## src/rtl/daisy_pkg.sv

```systemverilog
package daisy_pkg;
  localparam int unsigned FRAME_W = 8;
  localparam int unsigned NIB_W   = FRAME_W / 2;

  typedef logic [FRAME_W-1:0] frame_t;

  typedef struct packed {
    logic [NIB_W-1:0] mask;
    logic [NIB_W-1:0] ctrl;
  } wr_word_t;
endpackage

```

## src/rtl/daisy_sync.sv

```systemverilog
module daisy_sync #(
  parameter int unsigned W      = 1,
  parameter int unsigned STAGES = 2,
  parameter logic [W-1:0] RST_VAL = '0
) (
  input  logic         clk,
  input  logic         rst_n,
  input  logic [W-1:0] d,
  output logic [W-1:0] q
);
  logic [STAGES-1:0][W-1:0] stg;

  always_ff @(posedge clk or negedge rst_n) begin
    if (!rst_n) begin
      for (int s = 0; s < int'(STAGES); s++) stg[s] <= RST_VAL;
    end else begin
      stg[0] <= d;
      for (int s = 1; s < int'(STAGES); s++) stg[s] <= stg[s-1];
    end
  end

  assign q = stg[STAGES-1];
endmodule

```

## src/rtl/daisy_shift.sv

```systemverilog
module daisy_shift
  import daisy_pkg::*;
(
  input  logic   clk,
  input  logic   rst_n,
  input  logic   sclk_s,
  input  logic   cs_s,
  input  logic   sdi_s,
  input  frame_t rd_byte,
  output frame_t sr,
  output logic   load,
  output logic   latch,
  output logic   shift
);
  logic sclk_d, cs_d;

  // edge detection on the synchronized levels
  assign load  = cs_d & ~cs_s;
  assign latch = ~cs_d & cs_s;
  assign shift = sclk_s & ~sclk_d & ~cs_s;

  always_ff @(posedge clk or negedge rst_n) begin
    if (!rst_n) begin
      sclk_d <= 1'b0;
      cs_d   <= 1'b1;
      sr     <= '1;
    end else begin
      sclk_d <= sclk_s;
      cs_d   <= cs_s;
      if (load)       sr <= rd_byte;
      else if (shift) sr <= {sr[FRAME_W-2:0], sdi_s};
    end
  end
endmodule

```

## src/rtl/daisy_wlatch.sv

```systemverilog
module daisy_wlatch
  import daisy_pkg::*;
#(
  parameter logic [3:0] CTRL_RST = 4'b0001,
  parameter logic [3:0] MASK_RST = 4'hF
) (
  input  logic     clk,
  input  logic     rst_n,
  input  logic     latch,
  input  frame_t   sr,
  output wr_word_t wr_q
);
  always_ff @(posedge clk or negedge rst_n) begin
    if (!rst_n)     wr_q <= '{mask: MASK_RST, ctrl: CTRL_RST};
    else if (latch) wr_q <= wr_word_t'(sr);
  end
endmodule

```

## src/rtl/daisy_irq.sv

```systemverilog
module daisy_irq #(
  parameter int unsigned SRC_W = 4
) (
  input  logic             clk,
  input  logic             rst_n,
  input  logic [SRC_W-1:0] src,
  input  logic [SRC_W-1:0] mask,
  output logic             pend_q
);
  always_ff @(posedge clk or negedge rst_n) begin
    if (!rst_n) pend_q <= 1'b0;
    else        pend_q <= |(src & ~mask);
  end
endmodule

```

## src/rtl/daisy_node.sv

```systemverilog
module daisy_node
  import daisy_pkg::*;
#(
  parameter logic [3:0]  MODULE_ID   = 4'h1,
  parameter int unsigned STAT_W      = 3,
  parameter int unsigned SYNC_STAGES = 2,
  parameter logic [3:0]  CTRL_RST    = 4'b0001,
  parameter logic [3:0]  MASK_RST    = 4'hF
) (
  input  logic              clk,
  input  logic              rst_n,
  input  logic              spi_sclk_i,
  input  logic              spi_cs_n_i,
  input  logic              spi_sdi_i,
  output logic              spi_sdo_o,
  input  logic [STAT_W-1:0] status_i,
  input  logic [3:0]        irq_src_i,
  output logic [3:0]        ctrl_o,
  output logic              irq_drive_low_o
);
  localparam int unsigned STAT_SLOTS = NIB_W - 1;

  logic     sclk_s, cs_s, sdi_s;
  logic     load, latch, shift;
  frame_t   sr, rd_byte;
  wr_word_t wr_q;
  logic [3:0] mask;
  logic     pend_q;
  logic [STAT_SLOTS-1:0] stat_field;

  daisy_sync #(.W(3), .STAGES(SYNC_STAGES), .RST_VAL(3'b010)) u_sync (
    .clk(clk), .rst_n(rst_n),
    .d({spi_sclk_i, spi_cs_n_i, spi_sdi_i}),
    .q({sclk_s, cs_s, sdi_s})
  );

  // inverted status, unused slots filled with ones
  for (genvar i = 0; i < int'(STAT_SLOTS); i++) begin : g_stat
    if (i < int'(STAT_W)) begin : g_used
      assign stat_field[i] = ~status_i[i];
    end else begin : g_fill
      assign stat_field[i] = 1'b1;
    end
  end

  assign rd_byte = {~pend_q, stat_field, MODULE_ID};

  daisy_shift u_shift (
    .clk(clk), .rst_n(rst_n), .sclk_s(sclk_s), .cs_s(cs_s), .sdi_s(sdi_s),
    .rd_byte(rd_byte), .sr(sr), .load(load), .latch(latch), .shift(shift)
  );

  daisy_wlatch #(.CTRL_RST(CTRL_RST), .MASK_RST(MASK_RST)) u_wlatch (
    .clk(clk), .rst_n(rst_n), .latch(latch), .sr(sr), .wr_q(wr_q)
  );

  assign mask = wr_q.mask;

  daisy_irq #(.SRC_W(4)) u_irq (
    .clk(clk), .rst_n(rst_n), .src(irq_src_i), .mask(mask), .pend_q(pend_q)
  );

  assign spi_sdo_o       = sr[FRAME_W-1];
  assign ctrl_o          = wr_q.ctrl;
  assign irq_drive_low_o = pend_q;
endmodule

```

## config.mk

```make
export PLATFORM = sky130hd
export DESIGN_NAME = daisy_node
export DESIGN_NICKNAME = d
export VERILOG_FILES = /design/src/rtl/daisy_pkg.sv /design/src/rtl/daisy_sync.sv /design/src/rtl/daisy_shift.sv /design/src/rtl/daisy_wlatch.sv /design/src/rtl/daisy_irq.sv /design/src/rtl/daisy_node.sv
export SDC_FILE = /design/constraint.sdc
export NUM_CORES = 1
export LEC_CHECK = 0
export BUFFER_PORTS_ARGS = -buffer_cell sky130_fd_sc_hd__buf_2
export CAP_MARGIN = 0
export CORE_MARGIN = 2
export CORE_UTILIZATION = 56
export CTS_BUF_LIST = sky130_fd_sc_hd__clkbuf_16
export DETAILED_ROUTE_END_ITERATION = 16
export GPL_TIMING_DRIVEN = 0
export PLACE_DENSITY = 0.8
export SKIP_CTS_REPAIR_TIMING = 1
export SYNTH_ARGS = -nofsm -noshare
export SYNTH_HDL_FRONTEND = slang
export SYNTH_SLANG_ARGS = --single-unit
```

## constraint.sdc

```tcl
create_clock -name clk -period 3.35 [get_ports clk]
set_input_delay 0.67 -clock clk [delete_from_list [all_inputs] [get_ports clk]]
set_output_delay 0.67 -clock clk [all_outputs]
set_load 0.005 [all_outputs]
```

=== Word-level counts from Yosys, hierarchy flattened ===
Index checks and enable logic that the tools add are counted.

* Memories: 0
* Bits in registers: 25
* Output and inout port bits: 6
* Memory bits (read-only): 0
* Word-level logic and storage cells: 25
* Bits of input ports: 12
* Bits in latches: 0
* Memory bits (writable): 0

* Shift-type cells: 0
* Equality and inequality tests: 0
* Bitwise operators: 13
* Reductions and logical operators: 2
* $add $sub $neg: 0
* Order comparisons: 0
* Multiply operators: 0
* Div/mod/pow operators: 0
* Mux-type cells: 2

{| class="wikitable"
|+ Operators with widths
! kind !! count
|-
| $mux W8 || 2
|-
| $not A1 Y1 || 7
|-
| $and A1 B1 Y1 || 4
|-
| $and A4 B4 Y4 || 1
|-
| $not A4 Y4 || 1
|-
| $reduce_or A4 Y1 || 1
|-
| $reduce_bool A2 Y1 || 1
|}

=== Logic depth before layout (Yosys ltp) ===
* Depth after elaboration: 5
* Mapped depth: 4

=== Hierarchy ===
From an unflattened synthesis, not the netlist that was laid out.

* Cells, all modules: 81
* Area, all modules: 1129.8 µm²

{| class="wikitable"
|+ By module, submodules not included
! module !! sequential area each (µm²) !! cells each !! instances !! area an instance (µm²)
|-
| daisy_shift || 261.5 || 43 || 1 || 531.8
|-
| daisy_wlatch || 206.4 || 17 || 1 || 337.8
|-
| daisy_sync || 152.6 || 9 || 1 || 175.2
|-
| daisy_irq || 25.0 || 6 || 1 || 62.6
|-
| daisy_node || 0.0 || 6 || 1 || 22.5
|}

=== Least setup slack after synthesis ===
OpenSTA, ideal clock, no wires.

* Path type: register -> output
* From: reg u_shift.sr[7]
* To: out spi_sdo_o
* Arrival time: 0.519 ns
* Data required time: 2.680 ns
* Cell stages (with the launch flop): 1
* Path slack: 2.161 ns
* Buffers on the path: 0
* Cells stage by stage: dfstp_2

{| class="wikitable"
|+ RTL lines
! element !! RTL line !! text
|-
| start: declaration || daisy_shift.sv:10 || <nowiki>output frame_t sr,</nowiki>
|-
| start signal: assignment || daisy_shift.sv:30 || <nowiki>if (load) sr <= rd_byte;</nowiki>
|-
| start signal: assignment || daisy_shift.sv:31 || <nowiki>else if (shift) sr <= {sr[FRAME_W-2:0], sdi_s};</nowiki>
|-
| end: declaration || daisy_node.sv:15 || <nowiki>output logic spi_sdo_o,</nowiki>
|}

No word-level cell between the ends.

=== Worst setup path in the final report ===
* From: reg u_shift.sr[7]
* To: out spi_sdo_o

No word-level cell between the ends.

==> metrics.log <==
INFO  metric routabilityCongestion = 0.7585
INFO  metric clock_sink_count = 25
INFO  metric layout.nets = 115
INFO  metric pwr_density_cell = 630.4 mW/mm^2
INFO  metric grt_start_max_net_pins = 26
INFO  metric fp.coreArea = 0.001559 mm^2
INFO  metric irDropWorstVdd = 0.0004751 V
INFO  metric fp.dieArea = 0.002061 mm^2
INFO  metric num_vias = 636
INFO  metric grt_setup_unrepaired = false
INFO  metric detail_route.drc_violations = 0
INFO  metric globalRoute.totalOverflow = 0
INFO  metric timing.critical_path.max_delay_family = flip-flops
INFO  metric syn_area_per_cell = 11.85 um^2
INFO  metric min-delay-path-class = flip-flop to flip-flop
INFO  metric drv.max_cap_violation_count = 0
INFO  metric chipWidth = 45.40 um
INFO  metric synth_area = 959.7 um^2
INFO  metric run_status = completed
INFO  metric postLayoutCellArea = 0.001149 mm^2
INFO  metric final-max-slew-violation-count = 0
INFO  metric maxClockFrequency = 0.6342 GHz
INFO  metric grt_first_pass_wirelength = 2559 um
INFO  metric finalWorstPathRequiredPeriod = 1.577 ns
INFO  metric track_usage = 0.1880
INFO  metric cts_tree = built
INFO  metric start_util = 0.6156
INFO  metric drt_pass1_iterations = 4
INFO  metric layout-area-overhead-vs-synth = 19.69%
INFO  metric reg2regPathDepth = 4
INFO  metric topRoutingLayerUsed = met4
INFO  metric power.leakage = 0.5417 nW
INFO  metric timing.max_slew.rel_slack = 0.6584
INFO  metric final.fill_count = 113
INFO  metric cell_with_the_largest_stage_delay_on_the_worst_path = dfstp_2
INFO  metric min_delay_path_depth = 0
INFO  metric clock_network_latency_to_the_later_pin_of_the_worst_skew_pair = 0.26 ns
INFO  metric regToRegStartpoint = u_sync.q[1]$_DFF_PN1_
INFO  metric detailroute.wirelength.met2 = 776 um
INFO  metric worstPathMaxFanout = 3
INFO  metric critPathLaunch = u_shift.sr[7]$_DFFE_PN1P_
INFO  metric crit_path_cell_trace = buf_2
INFO  metric seqCellArea = 645.6 um^2
INFO  metric crit_path_end_kind = output pin
INFO  metric syn_inst = 81
INFO  metric drive_gt1_frac = 0.3922
INFO  metric path_buf_inv = 1
INFO  metric antennaDiodeCount = 0
INFO  metric synth-warning-count = 0
INFO  metric multi_input_comb_area = 282.8 um^2
INFO  metric route.final.wire_length = 1584 um
INFO  metric timing.hold.worst.start = u_sync.stg[0]$_DFF_PN0_
INFO  metric routedLengthMet1 = 704 um
INFO  metric syn_nets = 93
INFO  metric placement.cell_area = 0.001065 mm^2
INFO  metric critical_path_cell_count = 1
INFO  metric element_type_at_the_critical_path_start = flip-flop
INFO  metric final_hold_viol_count = 0
INFO  metric hpwlAfterDp = 1085 um
INFO  metric wl_met3 = 64 um
INFO  metric synth-seq-area-share = 0.6728
INFO  metric placement_rows = 14
INFO  metric worst-slew-pin-transition = 0.5124 ns
INFO  metric worstPathArrival = 0.91 ns
INFO  metric timing.setup.tns = 0 ns
INFO  metric timing_worst_setup_path_type = flip-flop to output pin
INFO  metric wire_per_inst = 13.42 um
INFO  metric setup_viol = 0
INFO  metric root_buffer = clkbuf_16
INFO  metric cts-htree-levels = 1
INFO  metric numPortBuffers = 17
INFO  metric floorplan.io_pins = 18
INFO  metric viasPerCell = 5.390
INFO  metric power = 0.7241 mW
INFO  metric post_synthesis_sequential_element_count = 25
INFO  metric grt_pass1_vias = 594
INFO  metric yosysUniqueCellTypes = 16
INFO  metric required_time_reported_for_the_critical_path_endpoint = 2.68 ns
INFO  metric final_critical_path_share_of_the_clock_period = 0.4707
INFO  metric floorplan.die.height = 45.40 um
INFO  metric cts_made_buffers = 3
INFO  metric antenna_violating_nets_post_route = 0
INFO  metric number_of_antenna_violations_at_the_first_check_in_global_routing = 0
INFO  metric cts.path.max_buffers = 2
INFO  metric cts.reportedPaths.clkPinSlew = 0.06 ns
INFO  metric fin_skew = 0.002392 ns
INFO  metric final_core_area_utilization = 0.7368
INFO  metric critical-path-max-stage-delay = 0.54 ns
INFO  metric drt_iter0_drc = 6
Yosys cell counts:
| cell type | count | area [um^2] |
|---|---|---|
| nand2_1 | 24 | 90.09 |
| dfstp_2 | 16 | 420.4 |
| dfrtp_1 | 9 | 225.2 |
| mux2i_1 | 6 | 60.06 |
| inv_1 | 4 | 15.01 |
| nand2b_1 | 4 | 25.02 |
| a22oi_1 | 3 | 22.52 |
| o21ai_1 | 3 | 15.01 |
| o221ai_1 | 3 | 26.28 |
| a21oi_1 | 2 | 10.01 |
| nor2_1 | 2 | 7.510 |
| and2b_1 | 1 | 7.510 |
| buf_2 | 1 | 5.000 |
| buf_6 | 1 | 11.26 |
| nor2b_1 | 1 | 6.260 |
| nor3b_2 | 1 | 12.51 |
worst reg2reg max path, delay by kind of cell, from the launching register on:
family | cells | cell delay (ns)
buf+inv | 1 | 0.15
simple gates | 2 | 0.22
flops | 1 | 0.61
compound gates | 1 | 0.16
sequential cells by signal, indices dropped and copies added (netlist names):
| name | count |
|---|---|
| u_irq.pend_q | 1 |
| u_wlatch.wr_q | 8 |
| u_shift.sclk_d | 1 |
| u_sync.stg | 3 |
| u_shift.cs_d | 1 |
| u_sync.q | 3 |
| u_shift.sr | 8 |
routing by layer:
layer,up-vias,global-route usage
li1,306,-
met1,313,0.2246
met2,13,0.2986
met3,4,0.05952
met4,0,0.1059
met5,-,0
per-stage QoR:
stage	worst slack, ns	std cells	hold WS, ns
finish	1.773	118	0.3530
global route	1.750	118	0.3618
CTS	1.766	118	0.3568
detailed placement	2.051	114	0.3413
global placement	2.060	114	0.3345
floorplan	2.161	81	0.3312
path summary, 6_finish.rpt:
kind,to,slack [ns]
setup / recovery,spi_sdo_o,1.77
max in group asynchronous,u_shift.sr[4]$_DFFE_PN1P_,2.61
hold / removal,u_sync.q[0]$_DFF_PN0_,0.35
min in group asynchronous,u_sync.stg[0]$_DFF_PN0_,0.37
hold reg to reg,u_sync.q[0]$_DFF_PN0_,0.35
setup reg to reg,u_shift.sr[7]$_DFFE_PN1P_,2.14
power by group:
| part | internal, mW | switching, mW |
|---|---|---|
| combinational | 0.0348 | 0.0375 |
| clock | 0.165 | 0.108 |
| sequential | 0.356 | 0.0232 |
| total | 0.555 | 0.169 |
cells by family (layout without fill, tap and decap cells):
group | Yosys count | after routing | synth area share
buffers and inverters | 6 | 27 | 0.03258
multiplexers | 6 | 6 | 0.06258
AO/OA/AOI/OAI | 11 | 11 | 0.07692
AND/OR/NAND/NOR | 33 | 33 | 0.1552
flip-flops | 25 | 25 | 0.6728
final cells by class:
cell class	instances	area share
Inverter	4	0.01307
Multi-Input combinational cell	50	0.2462
Clock inverter	1	0.007625
Buffer	2	0.01416
Clock buffer	3	0.06536
Tap cell	16	0.01743
Sequential cell	25	0.5621
Timing Repair Buffer	17	0.07407
layout by cell type, fill, tap and decap left out:
master     synthesis  final
a21oi_1            2      2
a22oi_1            3      3
and2b_1            1      1
buf_2              1     18
buf_6              1      1
clkbuf_16          0      3
dfrtp_1            9      9
dfstp_2           16     16
inv_1              4      4
inv_6              0      1
mux2i_1            6      6
nand2_1           24     24
nand2b_1           4      4
nor2_1             2      2
nor2b_1            1      1
nor3b_2            1      1
o21ai_1            3      3
o221ai_1           3      3
No activity file was read; power rests on OpenSTA's default activity.
